$ cat src/rtl/led_scan_pkg.sv
package led_scan_pkg;
  localparam int SEG_W   = 8;
  localparam int NIB_W   = 4;
  localparam int MAX_DIG = 8;
  localparam int DED_DIG = 6;
  localparam int DIG_W   = $clog2(MAX_DIG);
  localparam int ADDR_W  = DIG_W + 1;

  typedef enum logic [1:0] {
    LEN_4 = 2'd0,
    LEN_5 = 2'd1,
    LEN_6 = 2'd2,
    LEN_8 = 2'd3
  } scan_len_e;

  function automatic logic [DIG_W-1:0] final_digit(input scan_len_e code);
    case (code)
      LEN_4:   final_digit = DIG_W'(3);
      LEN_5:   final_digit = DIG_W'(4);
      LEN_6:   final_digit = DIG_W'(5);
      default: final_digit = DIG_W'(MAX_DIG - 1);
    endcase
  endfunction
endpackage

$ cat src/rtl/scan_seq.sv
module scan_seq
  import led_scan_pkg::*;
#(
  parameter int PRESC_DIV  = 4,
  parameter int SLOT_TICKS = 4,
  localparam int PW = (PRESC_DIV > 2) ? $clog2(PRESC_DIV) : 2,
  localparam int TW = (SLOT_TICKS > 1) ? $clog2(SLOT_TICKS) : 1
) (
  input  logic             clk,
  input  logic             rst,
  input  logic             en,
  input  logic [1:0]       len_sel,
  output logic [PW-1:0]    pre_o,
  output logic [TW-1:0]    tick_o,
  output logic [DIG_W-1:0] dig_o
);
  logic [PW-1:0]    pre_q;
  logic [TW-1:0]    tick_q;
  logic [DIG_W-1:0] dig_q;
  scan_len_e        len_q;
  logic             pre_end, tick_end, slot_end;
  logic [DIG_W-1:0] last_dig;

  assign pre_end  = (pre_q == PW'(PRESC_DIV - 1));
  assign tick_end = (tick_q == TW'(SLOT_TICKS - 1));
  assign slot_end = pre_end && tick_end;
  assign last_dig = final_digit(len_q);

  always_ff @(posedge clk) begin
    if (rst || !en) begin
      pre_q  <= '0;
      tick_q <= '0;
      dig_q  <= '0;
      len_q  <= scan_len_e'(len_sel);
    end else begin
      pre_q <= pre_end ? '0 : pre_q + 1'b1;
      if (pre_end) tick_q <= tick_end ? '0 : tick_q + 1'b1;
      if (slot_end) begin
        if (dig_q == last_dig) begin
          dig_q <= '0;
          len_q <= scan_len_e'(len_sel);
        end else begin
          dig_q <= dig_q + 1'b1;
        end
      end
    end
  end

  assign pre_o  = pre_q;
  assign tick_o = tick_q;
  assign dig_o  = dig_q;


  dig_in_range_chk: assert property (@(posedge clk) disable iff (rst)
    dig_q <= last_dig);


  len_at_wrap_chk: assert property (@(posedge clk) disable iff (rst)
    ($past(en) && en && (len_q != $past(len_q))) |->
      ($past(slot_end) && ($past(dig_q) == $past(last_dig))));
endmodule

$ cat src/rtl/seg_fetch.sv
module seg_fetch
  import led_scan_pkg::*;
#(
  parameter int PW = 2,
  parameter int TW = 2
) (
  input  logic              clk,
  input  logic              rst,
  input  logic              en,
  input  logic [PW-1:0]     pre_i,
  input  logic [TW-1:0]     tick_i,
  input  logic [DIG_W-1:0]  dig_i,
  output logic              rd_en,
  output logic [ADDR_W-1:0] rd_addr,
  input  logic [NIB_W-1:0]  rd_data,
  output logic [SEG_W-1:0]  pat_o
);
  logic [NIB_W-1:0] lo_q;
  logic [SEG_W-1:0] pat_q;
  logic             in_gap;

  assign in_gap  = en && (tick_i == '0);
  assign rd_en   = in_gap && (pre_i < PW'(2));
  assign rd_addr = {dig_i, pre_i[0]};

  always_ff @(posedge clk) begin
    if (rst) begin
      lo_q  <= '0;
      pat_q <= '0;
    end else if (in_gap) begin
      if (pre_i == PW'(1)) lo_q  <= rd_data;
      if (pre_i == PW'(2)) pat_q <= {rd_data, lo_q};
    end
  end

  assign pat_o = pat_q;


  pat_gap_only_chk: assert property (@(posedge clk) disable iff (rst)
    (pat_q != $past(pat_q)) |-> ($past(tick_i) == '0));


  rd_low_first_chk: assert property (@(posedge clk) disable iff (rst)
    (rd_en && $past(rd_en) && (rd_addr[ADDR_W-1:1] == $past(rd_addr[ADDR_W-1:1])))
      |-> (rd_addr[0] && !$past(rd_addr[0])));
endmodule

$ cat src/rtl/scan_out.sv
module scan_out
  import led_scan_pkg::*;
#(
  parameter int TW = 2
) (
  input  logic               clk,
  input  logic               rst,
  input  logic               en,
  input  logic [TW-1:0]      tick_i,
  input  logic [DIG_W-1:0]   dig_i,
  input  logic [SEG_W-1:0]   pat_i,
  input  logic               port_wr,
  input  logic [SEG_W-1:0]   port_wdata,
  output logic [SEG_W-1:0]   seg_o,
  output logic [MAX_DIG-1:0] strb_o
);
  logic [SEG_W-1:0]   latch_q;
  logic [SEG_W-1:0]   seg_q;
  logic [MAX_DIG-1:0] strb_q;
  logic [SEG_W-1:0]   port_val;

  assign port_val = port_wr ? port_wdata : latch_q;

  always_ff @(posedge clk) begin
    if (rst) begin
      latch_q <= '0;
      seg_q   <= '0;
      strb_q  <= '0;
    end else begin
      if (port_wr) latch_q <= port_wdata;
      strb_q <= en ? (MAX_DIG'(1) << dig_i) : '0;
      if (!en)                seg_q <= port_val;
      else if (tick_i == '0)  seg_q <= '0;
      else                    seg_q <= pat_i;
    end
  end

  assign seg_o  = seg_q;
  assign strb_o = strb_q;


  one_strobe_chk: assert property (@(posedge clk) disable iff (rst)
    en |=> $onehot(strb_q));


  strobes_off_chk: assert property (@(posedge clk) disable iff (rst)
    !en |=> (strb_q == '0));


  port_show_chk: assert property (@(posedge clk) disable iff (rst)
    (!en && !port_wr) |=> (seg_q == $past(latch_q)));
endmodule

$ cat src/rtl/led_scan_ctrl.sv
module led_scan_ctrl
  import led_scan_pkg::*;
#(
  parameter int PRESC_DIV  = 4,
  parameter int SLOT_TICKS = 4
) (
  input  logic              clk,
  input  logic              rst,
  input  logic              disp_en,
  input  logic [1:0]        len_sel,
  input  logic              port_wr,
  input  logic [SEG_W-1:0]  port_wdata,
  output logic              rd_en,
  output logic [ADDR_W-1:0] rd_addr,
  input  logic [NIB_W-1:0]  rd_data,
  output logic [SEG_W-1:0]  seg_o,
  output logic [DED_DIG-1:0] dig_o,
  output logic [MAX_DIG-DED_DIG-1:0] dig_aux_o
);
  localparam int PW = (PRESC_DIV > 2) ? $clog2(PRESC_DIV) : 2;
  localparam int TW = (SLOT_TICKS > 1) ? $clog2(SLOT_TICKS) : 1;

  logic [PW-1:0]      pre;
  logic [TW-1:0]      tick;
  logic [DIG_W-1:0]   dig;
  logic [SEG_W-1:0]   pat;
  logic [MAX_DIG-1:0] strb;

  scan_seq #(.PRESC_DIV(PRESC_DIV), .SLOT_TICKS(SLOT_TICKS)) seq_i (
    .clk(clk), .rst(rst), .en(disp_en), .len_sel(len_sel),
    .pre_o(pre), .tick_o(tick), .dig_o(dig)
  );

  seg_fetch #(.PW(PW), .TW(TW)) fetch_i (
    .clk(clk), .rst(rst), .en(disp_en), .pre_i(pre), .tick_i(tick),
    .dig_i(dig), .rd_en(rd_en), .rd_addr(rd_addr), .rd_data(rd_data),
    .pat_o(pat)
  );

  scan_out #(.TW(TW)) out_i (
    .clk(clk), .rst(rst), .en(disp_en), .tick_i(tick), .dig_i(dig),
    .pat_i(pat), .port_wr(port_wr), .port_wdata(port_wdata),
    .seg_o(seg_o), .strb_o(strb)
  );

  assign dig_o     = strb[DED_DIG-1:0];
  assign dig_aux_o = strb[MAX_DIG-1:DED_DIG];


  blank_on_switch_chk: assert property (@(posedge clk) disable iff (rst)
    ((strb != '0) && (strb != $past(strb))) |-> (seg_o == '0));
endmodule

$ cat config.mk
export PLATFORM = sky130hd
export DESIGN_NAME = led_scan_ctrl
export DESIGN_NICKNAME = d
export VERILOG_FILES = /design/src/rtl/led_scan_pkg.sv /design/src/rtl/scan_seq.sv /design/src/rtl/seg_fetch.sv /design/src/rtl/scan_out.sv /design/src/rtl/led_scan_ctrl.sv
export SDC_FILE = /design/constraint.sdc
export NUM_CORES = 1
export LEC_CHECK = 0
export BUFFER_PORTS_ARGS = -buffer_cell sky130_fd_sc_hd__buf_2
export CAP_MARGIN = 15
export CORE_MARGIN = 2
export CORE_UTILIZATION = 30
export DETAILED_ROUTE_END_ITERATION = 8
export PLACE_DENSITY = 0.52
export SLEW_MARGIN = 20
export SYNTH_ARGS = -nofsm -noshare
export SYNTH_HDL_FRONTEND = slang
export SYNTH_SLANG_ARGS = --single-unit
export TNS_END_PERCENT = 20
$ cat constraint.sdc
create_clock -name clk -period 3 [get_ports clk]
set_input_delay 0.3 -clock clk [delete_from_list [all_inputs] [get_ports clk]]
set_output_delay 0.3 -clock clk [all_outputs]
set_load 0.02 [all_outputs]
-- After elaboration in Yosys (flattened, before gate mapping)
Cells that the tools add are included.
- mux-type cells: 9
- order comparisons: 1
- reduce and logical (&&, ||, !) cells: 14
- add/sub/neg operators: 3
- shift-type cells: 1
- eq/ne operators: 7
- bitwise operators: 1
- operators by type and width (cell ; count):
    $mux W8 ; 3
    $pmux W3 S3 ; 1
    $eq A2 B2 Y1 const B ; 4
    $mux W2 ; 4
    $shl A1 B3 Y8 const A ; 1
    $reduce_and A2 Y1 ; 3
    $add A2 B1 Y2 const B ; 2
    $eq A2 B1 Y1 const B ; 2
    $logic_not A2 Y1 ; 2
    $reduce_bool A2 Y1 ; 2
    $reduce_or A2 Y1 ; 2
    $add A3 B1 Y3 const B ; 1
    $eq A3 B3 Y1 ; 1
    $logic_and A1 B1 Y1 ; 3
    $mux W3 ; 1
    $lt A2 B2 Y1 const B ; 1
    $logic_not A1 Y1 ; 1
    $logic_or A1 B1 Y1 ; 1
    $not A1 Y1 ; 1
- register bits: 45
- output and inout bits: 21
- word-level logic and storage cells: 45

-- Logic depth before layout (Yosys ltp)
- word-level depth: 6
- mapped depth: 5
- gate-level depth less buffers: 5

-- Hierarchy
From an unflattened synthesis, not the netlist that was laid out.
- cells, all modules: 173
- area total of the unflattened synthesis: 1868.0 um^2
- modules (own cells, without submodules) (module ; instances ; cells each ; area an instance (um^2) ; seq. area each (um^2)):
    scan_out ; 1 ; 75 ; 822.0 ; 480.5
    seg_fetch ; 1 ; 53 ; 563.0 ; 240.2
    scan_seq ; 1 ; 45 ; 483.0 ; 200.2

-- Least setup slack after synthesis
Ideal clock, no wire load.
- kind: reg-to-reg
- from: register seq_i.len_q[0]
- to: register seq_i.len_q[0], enable pin
- arrival: 1.140 ns
- period minus slack after synthesis: 1.435 ns
- slack: 1.565 ns
- buffers on the path: 0
- cell stages (with the launch flop): 6
- cells stage by stage: edfxtp_1 -> inv_1 -> ha_1 -> xnor2_1 -> nor3_2 -> a21o_1
- cells in the longest elaborated chain, start to end: 5
- elaborated cells between the ends (all ways): 7
- RTL lines (what ; RTL line ; text):
    start: declaration ; scan_seq.sv:20 ; scan_len_e len_q;
    start signal: assignment ; scan_seq.sv:34 ; len_q <= scan_len_e'(len_sel);
    start signal: assignment ; scan_seq.sv:41 ; len_q <= scan_len_e'(len_sel);
    $eq A2 B2 Y1, or another cell as far along ; led_scan_pkg.sv:17 ; case (code)
    $pmux W3 S3 (*) ; led_scan_pkg.sv:17 ;
    $eq A3 B3 Y1 (*) ; scan_seq.sv:39 ; if (dig_q == last_dig) begin
    $reduce_bool A2 Y1 (no source line) (*) ; - ;
    $reduce_and A2 Y1 (no source line) (*) ; - ;
Mark *: on every way between the ends. The rest lies on a longest branch, timed or not.
A chain may end at the register's enable or synchronous reset.

-- Final worst setup path
- from: register seq_i.tick_q[0], in the netlist seq_i.tick_o[0]
- to: output port rd_en
- cells in the longest elaborated chain, start to end: 3
- RTL lines (what ; RTL line ; text):
    start: declaration ; scan_seq.sv:18 ; logic [TW-1:0] tick_q;
    start signal: assignment ; scan_seq.sv:37 ; if (pre_end) tick_q <= tick_end ? '0 : tick_q + 1'b1;
    $logic_not A2 Y1 ; seg_fetch.sv:22 ; assign in_gap = en && (tick_i == '0);
    $logic_and A1 B1 Y1 ; seg_fetch.sv:22 ;
    $logic_and A1 B1 Y1 ; seg_fetch.sv:23 ; assign rd_en = in_gap && (pre_i < PW'(2));
    end: declaration ; led_scan_ctrl.sv:13 ; output logic rd_en,
No other way between the ends.

==> results.md <==
Power and ir drop:
- Power spread over the standard cell area amounts to 506 nW/um^2.
- The net switching power figure is 0.253 mW.
- The internal power summed over all cells is 0.823 mW.
- The switching share of power is 23.5%.
- The clock group share of total power is 33.3%.
- The fraction of power consumed by combinational cells is 8.6%.
- The analysis attributes to cell leakage a power of 1.02 nW.
- The worst ir drop on vdd is 0.181 mV.
- The part of the power in registers is 58.2%.

Synth:
- The synthesized netlist devotes 7.54% of its cell area to adder and majority cells.
- The combinational family with the most area after synthesis is simple AND/OR/NAND/NOR gates.
- Counting distinct cell types in the post-synthesis netlist gives 35.
- The synthesized netlist devotes 15.4% of its cell area to simple gates.
- The parity-gate share of the synthesized area counting xor and xnor cells is 2.88%.
- The instance count of the mapped netlist is 170.
- The post-synth design cell area is 1830 sq um.
- The synthesized design contains 45 register bits.
- The synthesized area per cell is 10.7 sq um.
- Measured against the total synthesized area, the mux share comes to 11.5%.
- The warning count from the yosys run is 0.
- After synthesis, flip-flops and latches occupy 50.4% of the total area.
- The synthesized netlist devotes 6.85% of its cell area to compound gates.
- The number of nets in the synthesized netlist is 199.

Final layout:
- In the final layout, the multi-input gates occupy 806 sq um.
- Compared with the post-synthesis result, the final layout area differs by 16.5%.
- Cells with a size suffix above 1 make up 24.3% of the layout.
- The finished layout holds 281 standard cells, fillers aside.
- The repair_antennas step left the layout with diodes totalling 0.
- The area occupied by registers is 921 sq um.
- The number of nets in the layout is 234.
- Counting the fill cells in the layout gives 620.

Run status:
- The flow ran to the end, and the final reports show no timing, DRC or antenna violations.

Critical path:
- For the worst setup path, the data arrival time is 1.35 ns.
- The category of the worst setup path launch point is a flop.
- The required time at the endpoint of the critical path is 2.70 ns.
- The critical path is of the reg2out type.
- The worst setup path is captured at an output port.
- Of all nets on the critical path, the largest fanout is 5.

STA:
- The worst slew slack as a fraction of its limit is 66.8%.
- Setup repair after global routing left no endpoint under its margin.
- For the final database, setup skew stands at 0.00638 ns.
- Based on the critical path, the design can be clocked at up to 607 MHz.
- The count of final hold-check violations is 0.
- Setup total negative slack on the finished layout was measured at 0 ns.
- The setup-violating endpoint count in the final report is 0.
- The ratio of final minimum period to clock period is 54.9%.
- For the pin with the worst max-slew slack, the measured transition is 0.498 ns.
- The clock period minus final worst setup slack is 1.65 ns.
- The number of max-slew violations in the final report is 0.

Routing:
- The count of nets left with antenna violations once routing finished came out at 0.
- The wire length after detailed routing is 3250 microns.
- The first TritonRoute pass finished after 4 iterations.
- The detailed router placed 1234 vias in this run.
- The average vias per placed instance is 4.39.
- Summed over all nets, wire length on met3 after detailed routing comes to 160 microns.
- The routed length on met2 is 1360 microns.
- The total DRC errors in the routed layout is 0.
- The highest metal layer with signal wires is met4.
- The detailed router put a total of 1660 microns of wire on met1.
- The routed wire length per instance is 11.6 microns.
- The number of design-rule violations left by the first detailed-router iteration is 50.

Clock tree:
- The clock transition at the register clock pins on the worst setup and hold paths after CTS is 0.07 ns.
- The source-to-sink clock delay at the later pin of the worst-skew pair is 0.29 ns.
- The number of buffers added for setup after CTS is 0.
- Gates resized during post-CTS repair numbered 0.
- The TritonCTS buffer count is 5.
- Buffers inserted to repair hold after CTS numbered 0.
- The root buffer cell chosen for the clock tree is sky130_fd_sc_hd__clkbuf_8.
- The number of H-tree branching levels is 2.
- The number of clock sinks seen by CTS is 45.
- TritonCTS built the clock tree.
- The deepest clock path buffer count is 2.

Die:
- The number of placement rows is 28.
- The horizontal die dimension is 82.0 microns.
- The floorplan step set the die height to 82.0 microns.
- The area of the core region is 5890 sq um.
- The starting density of the core is 31.0%.
- For this design the top-level I/O count stands at 39.
- The floorplan step defined a die boundary enclosing 6720 sq um.

Place:
- The count of buffers from port buffering is 38.
- Counting tap cells, the placed design contains a total of 273 instances.
- The detailed placer's ending HPWL is 2350 microns.
- The congestion estimate from routability-driven global placement came to 0.740.

GRT:
- The initial antenna violation count is 0.
- The number of global-route vias before repair was 1128.
- The first-pass GRT wire length is 5350 microns.
- The pin count of the biggest net entering global routing is 31.
- The total overflow left after global routing is 0.
- Global routing used 10.6% of the available tracks across all layers.

Flow run:
- The number of max-cap violations is 0.

Hold path:
- The path class of the tightest hold or removal check is in2reg.
-- area by class of cell --
| cell class | instances | area share, % |
|---|---|---|
| flip-flops and latches | 45 | 43.3 |
| clock buffers | 7 | 3.59 |
| inverters | 9 | 1.59 |
| repair buffers | 38 | 8.94 |
| well taps | 75 | 4.41 |
| clock inverters | 1 | 0.294 |
| multi-input cells | 106 | 37.9 |
-- cells in the mapped netlist --
library cell                count  area [sq um]
sky130_fd_sc_hd__dfxtp_1       43           861
sky130_fd_sc_hd__nor2_1        24          90.1
sky130_fd_sc_hd__mux2i_1       21           210
sky130_fd_sc_hd__ha_1          11           138
sky130_fd_sc_hd__inv_1          9          33.8
sky130_fd_sc_hd__nand3_1        9          45.0
sky130_fd_sc_hd__o31ai_1        7          52.6
sky130_fd_sc_hd__and2_1         5          31.3
sky130_fd_sc_hd__and3_1         5          31.3
sky130_fd_sc_hd__buf_2          4          20.0
sky130_fd_sc_hd__nand2b_1       3          18.8
sky130_fd_sc_hd__a21oi_1        2          10.0
sky130_fd_sc_hd__buf_4          2          15.0
sky130_fd_sc_hd__buf_6          2          22.5
sky130_fd_sc_hd__edfxtp_1       2          60.1
sky130_fd_sc_hd__nor3_1         2          10.0
sky130_fd_sc_hd__a211oi_1       1          7.51
sky130_fd_sc_hd__a21o_1         1          7.51
sky130_fd_sc_hd__a2bb2oi_1      1          8.76
sky130_fd_sc_hd__and2b_1        1          7.51
sky130_fd_sc_hd__buf_1          1          3.75
sky130_fd_sc_hd__clkbuf_1       1          3.75
sky130_fd_sc_hd__nand3_2        1          10.0
sky130_fd_sc_hd__nand4_1        1          6.26
sky130_fd_sc_hd__nor3_2         1          10.0
sky130_fd_sc_hd__nor3b_1        1          7.51
sky130_fd_sc_hd__o2111ai_1      1          8.76
sky130_fd_sc_hd__o21ai_1        1          5.00
sky130_fd_sc_hd__o32ai_2        1          16.3
sky130_fd_sc_hd__o41ai_1        1          8.76
sky130_fd_sc_hd__or2_2          1          6.26
sky130_fd_sc_hd__or3_1          1          6.26
sky130_fd_sc_hd__xnor2_1        1          8.76
sky130_fd_sc_hd__xnor2_2        1          16.3
sky130_fd_sc_hd__xnor2_4        1          27.5
-- flip-flops by register name, summed over array words and instances, names as in the netlist --
name           flops
seq_i.tick_o       2
seq_i.dig_o        3
out_i.seg_o        8
out_i.strb_o       8
seq_i.len_q        2
out_i.latch_q      8
fetch_i.pat_o      8
fetch_i.lo_q       4
seq_i.pre_o        2
-- metrics by stage --
step	worst slack, ns	utilization, %	power (mW)	hold slack [ns]	area, sq um
6_report	1.35	36.1	1.08	0.186	2130
5_1_grt	1.29	36.1	1.12	0.177	2130
4_1_cts	1.33	36.1	1.10	0.181	2130
3_5_place_dp	1.44	34.7	0.734	0.479	2040
3_3_place_gp	1.48	34.7	0.732	0.471	2040
2_1_floorplan	1.56	-	0.707	0.399	1830
-- worst paths after layout --
check                                 from                        end  cells past startpoint  slack, ns
min reg2reg  fetch_i.pat_o[1]$_SDFFE_PP0P_  out_i.seg_o[1]$_SDFF_PP0_                      2       0.49
max           seq_i.tick_o[0]$_SDFFE_PP0N_                      rd_en                      4       1.35
max reg2reg       seq_i.len_q[0]$_DFFE_PP_   seq_i.len_q[1]$_DFFE_PP_                      5       1.45
min                             len_sel[0]   seq_i.len_q[0]$_DFFE_PP_                      1       0.19
-- power by group through the flow --
stage	Combinational (mW)	Sequential [mW]	Clock [mW]
floorplan	0.0622	0.645	0
global placement	0.0928	0.639	0
detailed placement	0.0943	0.640	0
CTS	0.0945	0.625	0.376
global route	0.104	0.628	0.391
finish	0.0922	0.625	0.358
-- cells in the final DEF (no fill, tap or decap), drive strengths merged, types with 2 or more instances in the layout --
| cell type | netlist | routed |
|---|---|---|
| a21oi | 2 | 2 |
| nand2b | 3 | 3 |
| ha | 11 | 11 |
| o31ai | 7 | 7 |
| inv | 9 | 10 |
| clkbuf | 1 | 7 |
| nor3 | 3 | 3 |
| and3 | 5 | 5 |
| edfxtp | 2 | 2 |
| dfxtp | 43 | 43 |
| nor2 | 24 | 24 |
| xnor2 | 3 | 3 |
| nand3 | 10 | 10 |
| and2 | 5 | 5 |
| mux2i | 21 | 21 |
| buf | 9 | 38 |
-- logic make-up after synthesis --
kind of cell / count (synthesis)
buffers and inverters: 19
DFF: 45
xor gates and xnor gates: 3
and+or+nand+nor: 55
muxes: 21
AOI/OAI and AO/OA: 16
adders and majority gates: 11
-- metal layers --
metal	up-vias	GRT usage, %
met5	-	0
met4	0	5.00
met3	5	2.97
met2	26	15.7
met1	558	14.1
li1	645	-
-- critical path, cell delays in order (launching register included) --
cell                      delay [ns]
sky130_fd_sc_hd__dfxtp_1        0.38
sky130_fd_sc_hd__inv_1          0.06
sky130_fd_sc_hd__ha_1           0.25
sky130_fd_sc_hd__and3_1         0.21
sky130_fd_sc_hd__buf_2          0.16
Note: power is estimated with default switching activity, not from simulation.
